## src/rtl/irq_pkg.sv

```systemverilog
package irq_pkg;

    localparam int WORD_W = 16;
    localparam int CSP_W  = 8;
    localparam int PEN_W  = 4;

    typedef enum logic [1:0] {
        S_IDLE = 2'd0,
        S_WAIT = 2'd1,
        S_INJ  = 2'd2,
        S_SAVE = 2'd3
    } seq_state_t;

    // Description of the instruction being interrupted (N)
    typedef struct packed {
        logic       first_state;
        logic [1:0] hold_pairs;
        logic       psw_sp_wr;
        logic       long_op;
        logic       flag_read;
    } inst_cost_t;

    // State captured at the injection cycle and pushed one cycle later
    typedef struct packed {
        logic [WORD_W-1:0] psw;
        logic [WORD_W-1:0] ip;
        logic [CSP_W-1:0]  csp;
        logic              seg;
    } save_rec_t;

    // Extra response cycles caused by instruction N
    function automatic logic [PEN_W-1:0] resp_penalty(inst_cost_t c);
        logic [PEN_W-1:0] sum;
        sum = PEN_W'(c.first_state)
            + PEN_W'(c.hold_pairs[0])
            + PEN_W'(c.hold_pairs[1])
            + PEN_W'(c.psw_sp_wr)
            + (PEN_W'(c.long_op) << 1)
            + (PEN_W'(c.flag_read) << 1);
        return sum;
    endfunction

endpackage

```

## src/rtl/irq_flag_bank.sv

```systemverilog
module irq_flag_bank #(
    parameter int NSRC  = 8,
    parameter int IDX_W = $clog2(NSRC)
) (
    input  logic             clk,
    input  logic             rst,
    input  logic [NSRC-1:0]  set_req,
    input  logic             clr_vld,
    input  logic [IDX_W-1:0] clr_idx,
    output logic [NSRC-1:0]  flags
);

    logic [NSRC-1:0] clr_mask;

    always_comb begin
        clr_mask = '0;
        if (clr_vld) clr_mask[clr_idx] = 1'b1;
    end

    // Set has priority over clear for the same source
    always_ff @(posedge clk) begin
        if (rst) flags <= '0;
        else     flags <= (flags & ~clr_mask) | set_req;
    end

    for (genvar i = 0; i < NSRC; i++) begin : g_chk
        p_set_r1: assert property (@(posedge clk) disable iff (rst)
            (!$past(rst) && $past(set_req[i])) |-> flags[i]);

        p_keep_r1: assert property (@(posedge clk) disable iff (rst)
            (!$past(rst) && $past(flags[i]) &&
             !($past(clr_vld) && ($past(clr_idx) == IDX_W'(i)))) |-> flags[i]);

        p_clear_r7: assert property (@(posedge clk) disable iff (rst)
            (!$past(rst) && $past(clr_vld) && ($past(clr_idx) == IDX_W'(i)) &&
             !$past(set_req[i])) |-> !flags[i]);
    end

endmodule

```

## src/rtl/irq_prio_arbiter.sv

```systemverilog
module irq_prio_arbiter #(
    parameter int NSRC   = 8,
    parameter int PRIO_W = 4,
    parameter int IDX_W  = $clog2(NSRC)
) (
    input  logic                   clk,
    input  logic                   rst,
    input  logic [NSRC-1:0]        flags,
    input  logic [NSRC-1:0]        src_en,
    input  logic [NSRC*PRIO_W-1:0] src_level,
    input  logic                   glb_ie,
    input  logic [PRIO_W-1:0]      cpu_level,
    output logic                   win_vld,
    output logic [IDX_W-1:0]       win_idx
);

    logic [NSRC-1:0]   elig;
    logic [PRIO_W-1:0] lvl [NSRC];

    for (genvar i = 0; i < NSRC; i++) begin : g_src
        assign lvl[i]  = src_level[i*PRIO_W +: PRIO_W];
        assign elig[i] = flags[i] && src_en[i] && glb_ie && (lvl[i] > cpu_level);
    end

    // Strict comparison while scanning upward keeps the lowest index on ties
    always_comb begin
        logic [PRIO_W-1:0] best_lvl;
        win_vld  = 1'b0;
        win_idx  = '0;
        best_lvl = '0;
        for (int i = 0; i < NSRC; i++) begin
            if (elig[i] && (!win_vld || lvl[i] > best_lvl)) begin
                win_vld  = 1'b1;
                win_idx  = IDX_W'(i);
                best_lvl = lvl[i];
            end
        end
    end

    p_win_pending_r2: assert property (@(posedge clk) disable iff (rst)
        win_vld |-> (flags[win_idx] && src_en[win_idx] && glb_ie &&
                     (src_level[win_idx*PRIO_W +: PRIO_W] > cpu_level)));

    p_none_when_off_r2: assert property (@(posedge clk) disable iff (rst)
        !glb_ie |-> !win_vld);

endmodule

```

## src/rtl/irq_trap_seq.sv

```systemverilog
module irq_trap_seq
    import irq_pkg::*;
#(
    parameter int NSRC   = 8,
    parameter int ADDR_W = 16,
    parameter int IDX_W  = $clog2(NSRC)
) (
    input  logic              clk,
    input  logic              rst,
    input  logic              win_vld,
    input  logic [IDX_W-1:0]  win_idx,
    input  inst_cost_t        cost,
    input  logic              pipe_hold,
    input  logic [WORD_W-1:0] psw_in,
    input  logic [WORD_W-1:0] ip_in,
    input  logic [CSP_W-1:0]  csp_in,
    input  logic              seg_mode,
    output logic              inj_valid,
    output logic [IDX_W-1:0]  inj_src,
    output logic              save_strobe,
    output save_rec_t         save_rec,
    output logic              save_csp_strobe,
    output logic              vec_fetch,
    output logic [ADDR_W-1:0] vec_addr
);

    seq_state_t       st;
    logic [PEN_W-1:0] cnt;
    logic [IDX_W-1:0] win_q;
    logic [PEN_W-1:0] pen;

    assign pen = resp_penalty(cost);

    always_ff @(posedge clk) begin
        if (rst) begin
            st       <= S_IDLE;
            cnt      <= '0;
            win_q    <= '0;
            save_rec <= '0;
        end else begin
            unique case (st)
                S_IDLE: if (win_vld) begin
                    win_q <= win_idx;
                    cnt   <= pen;
                    st    <= (pen == '0) ? S_INJ : S_WAIT;
                end
                S_WAIT: begin
                    cnt <= cnt - PEN_W'(1);
                    if (cnt == PEN_W'(1)) st <= S_INJ;
                end
                S_INJ: if (!pipe_hold) begin
                    save_rec.psw <= psw_in;
                    save_rec.ip  <= ip_in;
                    save_rec.csp <= csp_in;
                    save_rec.seg <= seg_mode;
                    st           <= S_SAVE;
                end
                S_SAVE: st <= S_IDLE;
                default: st <= S_IDLE;
            endcase
        end
    end

    assign inj_valid       = (st == S_INJ) && !pipe_hold;
    assign inj_src         = win_q;
    assign vec_fetch       = (st == S_SAVE);
    assign save_strobe     = vec_fetch;
    assign save_csp_strobe = vec_fetch && save_rec.seg;
    assign vec_addr        = ADDR_W'(win_q) << 2;

    p_fetch_follows_r4: assert property (@(posedge clk) disable iff (rst)
        inj_valid |=> vec_fetch);

    p_fetch_needs_inj_r10: assert property (@(posedge clk) disable iff (rst)
        vec_fetch |-> (!$past(rst) && $past(inj_valid)));

    p_win_frozen_r10: assert property (@(posedge clk) disable iff (rst)
        (st != S_IDLE) |=> $stable(win_q));

    p_csp_in_save_r8: assert property (@(posedge clk) disable iff (rst)
        save_csp_strobe |-> save_strobe);

    p_ip_pushed_r8: assert property (@(posedge clk) disable iff (rst)
        vec_fetch |-> (save_rec.ip == $past(ip_in)));

    p_vec_align_r9: assert property (@(posedge clk) disable iff (rst)
        vec_fetch |-> (vec_addr[1:0] == 2'b00));

    p_hold_blocks_r6: assert property (@(posedge clk) disable iff (rst)
        pipe_hold |-> !inj_valid);

endmodule

```

## src/rtl/irq_trap_inject.sv

```systemverilog
module irq_trap_inject
    import irq_pkg::*;
#(
    parameter int NSRC   = 8,
    parameter int PRIO_W = 4,
    parameter int ADDR_W = 16
) (
    input  logic                      clk,
    input  logic                      rst,
    input  logic [NSRC-1:0]           irq_req,
    input  logic [NSRC-1:0]           src_en,
    input  logic [NSRC*PRIO_W-1:0]    src_level,
    input  logic                      glb_ie,
    input  logic [PRIO_W-1:0]         cpu_level,
    input  logic                      req_first_state,
    input  logic [1:0]                n_hold_pairs,
    input  logic                      n_psw_sp_wr,
    input  logic                      n_long_op,
    input  logic                      n_flag_read,
    input  logic                      pipe_hold,
    input  logic [15:0]               psw_in,
    input  logic [15:0]               next_ip,
    input  logic [7:0]                csp_in,
    input  logic                      seg_mode,
    output logic [NSRC-1:0]           pend_flags,
    output logic                      inj_valid,
    output logic [$clog2(NSRC)-1:0]   inj_src,
    output logic                      save_strobe,
    output logic [15:0]               save_psw,
    output logic [15:0]               save_ip,
    output logic                      save_csp_strobe,
    output logic [7:0]                save_csp,
    output logic                      vec_fetch,
    output logic [ADDR_W-1:0]         vec_addr
);

    localparam int IDX_W = $clog2(NSRC);

    logic             win_vld;
    logic [IDX_W-1:0] win_idx;
    inst_cost_t       cost;
    save_rec_t        rec;

    assign cost = '{first_state: req_first_state, hold_pairs: n_hold_pairs,
                    psw_sp_wr: n_psw_sp_wr, long_op: n_long_op,
                    flag_read: n_flag_read};

    irq_flag_bank #(.NSRC(NSRC), .IDX_W(IDX_W)) u_flags (
        .clk     (clk),
        .rst     (rst),
        .set_req (irq_req),
        .clr_vld (inj_valid),
        .clr_idx (inj_src),
        .flags   (pend_flags)
    );

    irq_prio_arbiter #(.NSRC(NSRC), .PRIO_W(PRIO_W), .IDX_W(IDX_W)) u_arb (
        .clk       (clk),
        .rst       (rst),
        .flags     (pend_flags),
        .src_en    (src_en),
        .src_level (src_level),
        .glb_ie    (glb_ie),
        .cpu_level (cpu_level),
        .win_vld   (win_vld),
        .win_idx   (win_idx)
    );

    irq_trap_seq #(.NSRC(NSRC), .ADDR_W(ADDR_W), .IDX_W(IDX_W)) u_seq (
        .clk             (clk),
        .rst             (rst),
        .win_vld         (win_vld),
        .win_idx         (win_idx),
        .cost            (cost),
        .pipe_hold       (pipe_hold),
        .psw_in          (psw_in),
        .ip_in           (next_ip),
        .csp_in          (csp_in),
        .seg_mode        (seg_mode),
        .inj_valid       (inj_valid),
        .inj_src         (inj_src),
        .save_strobe     (save_strobe),
        .save_rec        (rec),
        .save_csp_strobe (save_csp_strobe),
        .vec_fetch       (vec_fetch),
        .vec_addr        (vec_addr)
    );

    assign save_psw = rec.psw;
    assign save_ip  = rec.ip;
    assign save_csp = rec.csp;

endmodule

```

## config.mk

```make
export PLATFORM = sky130hd
export DESIGN_NAME = irq_trap_inject
export DESIGN_NICKNAME = d
export VERILOG_FILES = /design/src/rtl/irq_pkg.sv /design/src/rtl/irq_flag_bank.sv /design/src/rtl/irq_prio_arbiter.sv /design/src/rtl/irq_trap_seq.sv /design/src/rtl/irq_trap_inject.sv
export SDC_FILE = /design/constraint.sdc
export NUM_CORES = 1
export LEC_CHECK = 0
export ABC_CLOCK_PERIOD_IN_PS = 36400
export BUFFER_PORTS_ARGS = -buffer_cell sky130_fd_sc_hd__buf_2
export CAP_MARGIN = 15
export CORE_UTILIZATION = 45
export DETAILED_ROUTE_END_ITERATION = 8
export PLACE_DENSITY_LB_ADDON = 0.2
export REMOVE_ABC_BUFFERS = 1
export SLEW_MARGIN = 20
export SYNTH_ARGS = -nofsm -noshare
export SYNTH_HDL_FRONTEND = slang
export SYNTH_SLANG_ARGS = --single-unit
```

## constraint.sdc

```tcl
create_clock -name clk -period 36.4 [get_ports clk]
set_input_delay 5.46 -clock clk [delete_from_list [all_inputs] [get_ports clk]]
set_output_delay 5.46 -clock clk [all_outputs]
set_load 0.05 [all_outputs]
```

==> impl_metrics.tcl, run 1 <==
set metrics [dict create \
    yosys_most_used_dff "dfxtp_1" \
    timing.critical_path.required_ps 36590 \
    final-setup-viol-count 0 \
    hold_path_class "flop to flop" \
    power_density_cells_mw_per_mm2 44.0 \
    synth-compound-area-share_pct 22.0 \
    fill_cells 1046 \
    fp.dieW_um 104 \
    cp-start-kind "input port" \
    worst-endpoint-arrival_ps 17280 \
    drt-vias-per-instance 5.35 \
    synth.mux.area_fraction_pct 1.09 \
    synth_top_family_by_area "compound AO/OA/AOI/OAI gates" \
    hold_depth 2 \
    h-tree-depth 3 \
    finish.utilization_pct 52.8 \
    post_synth_instance_area_mm2 0.00472 \
    netlist-cell-type-count 54 \
    cp_slowest_stage_delay_ps 540 \
    grt.total_usage_pct 23.4 \
    slew_viol_final 0 \
    grt_pass1_wl_um 20700 \
    post_route_cells_drive_above_1_share_pct 26.1 \
    num_vias 4538 \
    cts_inserted_buffers 9 \
    cts.clk_slew.worst_paths_ps 60 \
    drt-pass1-iter-count 4 \
    synthSimpleGateAreaFrac_pct 19.0 \
    io_pins 174 \
    placementRows 37 \
    via_count_of_the_first_global_routing_pass 4456 \
    clock_tree.buffer_depth 2 \
    synth_enable_flop_cells 0 \
    ctsHoldBuffers 0 \
    core_footprint_mm2 0.0102 \
    synth_area_leader_cell "dfxtp_1" \
    synth.top_cells.by_area "dfxtp_1 (25%), ha_1 (19%), buf_4 (9.2%)" \
    path_max_fanout 11 \
    timing_hold_violations_final 0 \
    antenna_cells_inserted 0 \
    dp_hpwl_um 9750 \
    numClockSinks 58 \
    clock_skew_ps 7.73 \
    pre_cts_ws_ps 19170 \
    yosysWarningCount 0 \
    critical_path_class "input port to flop" \
    port_buffers 160 \
    drt_drc_violations_left 0 \
    critPathSlowestCell "a21oi_1" \
    power_leakage_nw 2.55 \
    timing.fmax_mhz 58.5 \
    route.detailed.wl_per_inst_um 14.8 \
    critical_path_sink_type "flop" \
    grt_overflow 0 \
    die_area_mm2 0.0109 \
    largest_net_degree_at_the_start_of_global_routing 59 \
    floorplan.die.height_um 104 \
    worst_skew_pair.late_latency_ps 330 \
    first_iter_violations 200 \
    start_util_pct 46.1 \
    timing.max_cap.violations 0 \
    transition_at_the_pin_with_the_smallest_max_transition_slack_ps 760 \
    yosys.area_share.adder_pct 19.4 \
    leading_cell_type_by_number_of_instances_after_synthesis "nand2_1" \
    rr_worst_depth 54 \
    totalNegativeSetupSlack_ps 0 \
    ys_ff_latch 58 \
    gp_routability_congestion 0.881 \
    syn-instance-count 603 \
    wl_um 12600 \
    areaGrowthSynthToFinish_pct 14.5 \
    synthTopCellsByCount "nand2_1 (102), a21oi_1 (76), ha_1 (70)" \
    slew_headroom_pct 49.3 \
    post-cts-setup-buffer-count 0 \
    cts_resized 0 \
    layout.nets 883 \
    antenna_found_initial 0 \
    final_period_minus_worst_setup_slack_ps 17090 \
    layout_worst_path_cycle_share_pct 46.9 \
    peakVddDrop_mv 0.0282 \
    grt_setup_unrepaired "no" \
    postSynthAreaPerCell_um2 7.82 \
    ys_async_sr_fraction_pct 0 \
    cts_root_buffer "clkbuf_8" \
    synthXorXnorAreaFrac_pct 0 \
    seq_area_frac_synth_pct 24.6 \
    route.antenna.remaining_nets 0 \
    outcome "complete, no violations" \
    synth.top_cell.area_share_pct 24.6 \
    tritoncts "done" \
    worst_setup_slack_after_layout_ps 19310 \
]
==> power breakdown <==
group | internal (W) | leakage (nW) | total, W | switching [W]
Sequential | 0.0000722 | 0.473 | 0.0000795 | 0.00000734
Clock | 0.0000265 | 0.0847 | 0.0000532 | 0.0000267
Combinational | 0.0000340 | 1.99 | 0.000105 | 0.0000706
Total | 0.000133 | 2.55 | 0.000237 | 0.000105
==> state kept, by name (all words and copies together) (netlist names) <==
register	count
u_seq.cnt	4
u_seq.st	2
u_flags.flags	8
u_seq.save_rec	41
u_seq.inj_src	3
==> cells by family after synthesis <==
| group | after synthesis |
|---|---|
| compound gates | 163 |
| fa+ha+maj | 72 |
| buf+inv | 112 |
| flops | 58 |
| mux | 5 |
| other cells | 1 |
| simple gates | 192 |
==> layout make-up <==
type                       instances  area (µm²)  area share (%)
inverter                          32         120            2.23
sequential                        58        1160            21.5
clock inverter                     6        41.3           0.765
timing repair buffer             162         816            15.1
tap                              136         170            3.15
clock buffer                      10         138            2.55
multi-input combinational        445        2950            54.7
==> worst paths after layout <==
check / end / slack, ps / from
min reg2reg: u_seq.save_rec[0] / 450 / u_seq.save_rec[0]
max: u_seq.inj_src[2] / 19310 / cpu_level[3]
max reg2reg: u_seq.inj_src[2] / 24910 / u_flags.flags[0]
min: u_seq.save_rec[0] / 450 / u_seq.save_rec[0]
==> placed cells by master, fill, tap and decap left out, drive strengths merged, types with 18 or more instances in the layout <==
master,Yosys,layout
a21oi,77,77
buf,65,162
dfxtp,58,58
ha,70,70
inv,32,33
nand2,102,102
nand4,24,24
nor2,23,23
o21ai,18,18
==> per-layer routing <==
| layer | up-vias | routed length [µm] | track usage (%) |
|---|---|---|---|
| li1 | 2277 | - | - |
| met1 | 2076 | 5600 | 29.1 |
| met2 | 167 | 5720 | 38.8 |
| met3 | 18 | 1020 | 7.14 |
| met4 | 0 | 210 | 6.33 |
| met5 | - | 0 | 0 |
==> critical path, delay by kind of cell <==
kind                       cells  cell delay, ps
AOI/OAI and AO/OA             32            6970
adders and majority gates      8            2270
buffers and inverters          4             530
muxes                          1             200
and+or+nand+nor               13            1810
==> per-stage QoR <==
step / instance area [µm²] / power [W] / hold WS, ps / instances
after floorplan: 4230 / 0.000155 / 426 / 535
after global placement: 5220 / 0.000182 / 439 / 833
after detailed placement: 5220 / 0.000185 / 444 / 833
after CTS: 5400 / 0.000239 / 454 / 849
after global routing: 5400 / 0.000255 / 478 / 849
final: 5400 / 0.000237 / 451 / 849
Note: power is estimated with default switching activity, not from simulation.
==> run 2, diff against run 1 <==
--- a/config.mk
+++ b/config.mk
@@ -5,7 +5,7 @@
 export SDC_FILE = /design/constraint.sdc
 export NUM_CORES = 1
 export LEC_CHECK = 0
-export ABC_CLOCK_PERIOD_IN_PS = 36400
+export ABC_CLOCK_PERIOD_IN_PS = 16500
 export BUFFER_PORTS_ARGS = -buffer_cell sky130_fd_sc_hd__buf_2
 export CAP_MARGIN = 15
 export CORE_UTILIZATION = 45
==> constraint.sdc (replaced) <==
create_clock -name clk -period 16.5 [get_ports clk]
set_input_delay 2.475 -clock clk [delete_from_list [all_inputs] [get_ports clk]]
set_output_delay 2.475 -clock clk [all_outputs]
set_load 0.05 [all_outputs]
==> impl_metrics.tcl, run 2 (same netlist as run 1, synthesis figures left out) <==
set metrics [dict create \
    die_area_mm2 0.0109 \
    worst-endpoint-arrival_ps 14220 \
    worst_setup_slack_after_layout_ps 2480 \
    cp_slowest_stage_delay_ps 540 \
    layout.nets 883 \
    ctsHoldBuffers 0 \
    wl_um 12700 \
    layout_commonest_cell "buf_2" \
    layout_worst_path_cycle_share_pct 85.0 \
    antenna_found_initial 0 \
    layout_top_registers "u_seq.save_rec: 41 flops, u_flags.flags: 8 flops, u_seq.cnt: 4 flops" \
    drt_drc_violations_left 0 \
    grt_setup_unrepaired "no" \
    post-cts-setup-buffer-count 0 \
    globalRouteMet3Util_pct 6.14 \
    multi_input_area_mm2 0.00295 \
    tritoncts "done" \
    gr-max-usage-layer "met2" \
    critical_path_sink_type "flop" \
    drt-vias-per-instance 5.44 \
    timing_hold_violations_final 0 \
    fp.dieW_um 104 \
    slew_headroom_pct 48.9 \
    grt_overflow 0 \
    io_pins 174 \
    transition_at_the_pin_with_the_smallest_max_transition_slack_ps 765 \
    via_count_of_the_first_global_routing_pass 4639 \
    largest_net_degree_at_the_start_of_global_routing 59 \
    met2_resource_use_gr_pct 39.8 \
    clock_skew_ps 9.75 \
    gp_routability_congestion 0.882 \
    cts.clk_slew.worst_paths_ps 70 \
    areaGrowthSynthToFinish_pct 15.4 \
    drt-pass1-iter-count 6 \
    core_footprint_mm2 0.0102 \
    fill_cells 1004 \
    final_period_minus_worst_setup_slack_ps 14020 \
    critPathSlowestCell "a21oi_1" \
    regMostFlops "u_seq.save_rec" \
    floorplan.die.height_um 104 \
    totalNegativeSetupSlack_ps 0 \
    mostFrequentLayoutCells "buf_2 (160), nand2_1 (102), a21oi_1 (76)" \
    number_of_flip_flops_in_the_largest_register 41 \
    peakVddDrop_mv 0.0752 \
    final-setup-viol-count 0 \
    worst_skew_pair.late_latency_ps 340 \
    route.antenna.remaining_nets 0 \
    timing.critical_path.required_ps 16700 \
    timing.fmax_mhz 71.3 \
    path_max_fanout 11 \
    cp-start-kind "input port" \
    outcome "complete, no violations" \
    antenna_cells_inserted 0 \
    hold_path_class "flop to flop" \
    power_leakage_nw 2.57 \
    num_vias 4622 \
    numClockSinks 58 \
    grt.total_usage_pct 23.8 \
    start_util_pct 46.1 \
    cts_resized 0 \
    cts_root_buffer "clkbuf_8" \
    cts_inserted_buffers 9 \
    first_iter_violations 263 \
    placementRows 37 \
    clock_tree.buffer_depth 2 \
    route.detailed.wl_per_inst_um 14.9 \
    critical_path_class "input port to flop" \
    grt_util_met1_pct 29.4 \
    h-tree-depth 3 \
    cpMostUsedCell "ha_1" \
    power_density_cells_mw_per_mm2 102 \
    pre_cts_ws_ps 2280 \
    post_route_cells_drive_above_1_share_pct 26.1 \
    timing.max_cap.violations 0 \
    grt_pass1_wl_um 21300 \
    port_buffers 160 \
    dp_hpwl_um 9920 \
    slew_viol_final 0 \
    seq_area_mm2 0.00116 \
]
-- run 2: worst paths after layout --
check                    start                 to  slack, ps  cells after the start
min          u_seq.save_rec[0]  u_seq.save_rec[0]        450                      2
max               cpu_level[3]   u_seq.inj_src[2]       2480                     58
max reg2reg   u_flags.flags[0]   u_seq.inj_src[2]       5120                     54
min reg2reg  u_seq.save_rec[0]  u_seq.save_rec[0]        450                      2
-- run 2: layout make-up --
cell class,count,area share [%]
Multi-Input combinational cell,445,54.2
Tap cell,136,3.13
Clock buffer,9,2.28
Sequential cell,58,21.3
Inverter,32,2.21
Clock inverter,7,1.86
Timing Repair Buffer,162,15.0
-- run 2: worst max-delay path, delay by kind of cell --
family | cells | cell delay [ps]
buffers and inverters | 4 | 530
AO/OA/AOI/OAI | 31 | 6590
adder cells (fa/ha/maj) | 8 | 2340
AND/OR/NAND/NOR | 14 | 2060
multiplexers | 1 | 210
-- run 2: routing by layer --
metal,part of all wire [%],vias to the layer above,routed length (µm)
li1,-,2273,-
met4,1.9,0,245
met5,0,-,0
met3,8.5,18,1080
met2,47,203,5910
met1,43,2128,5430
-- run 2: where the power goes --
group          leakage (nW)  internal [W]  switching [W]
Sequential            0.473      0.000159      0.0000164
Clock                 0.106     0.0000862      0.0000613
Combinational          1.99     0.0000750       0.000157
Total                  2.57      0.000320       0.000235
-- run 2: through the flow --
step / util [%] / instances / hold slack, ps / power [W] / cell area, µm²
6_report: 53.2 / 849 / 449 / 0.000555 / 5440
4_1_cts: 53.2 / 849 / 452 / 0.000559 / 5440
3_5_place_dp: 51.0 / 833 / 442 / 0.000410 / 5220
3_3_place_gp: 51.0 / 833 / 439 / 0.000402 / 5220
2_1_floorplan: - / 535 / 426 / 0.000343 / 4230
5_1_grt: 53.2 / 849 / 468 / 0.000593 / 5440
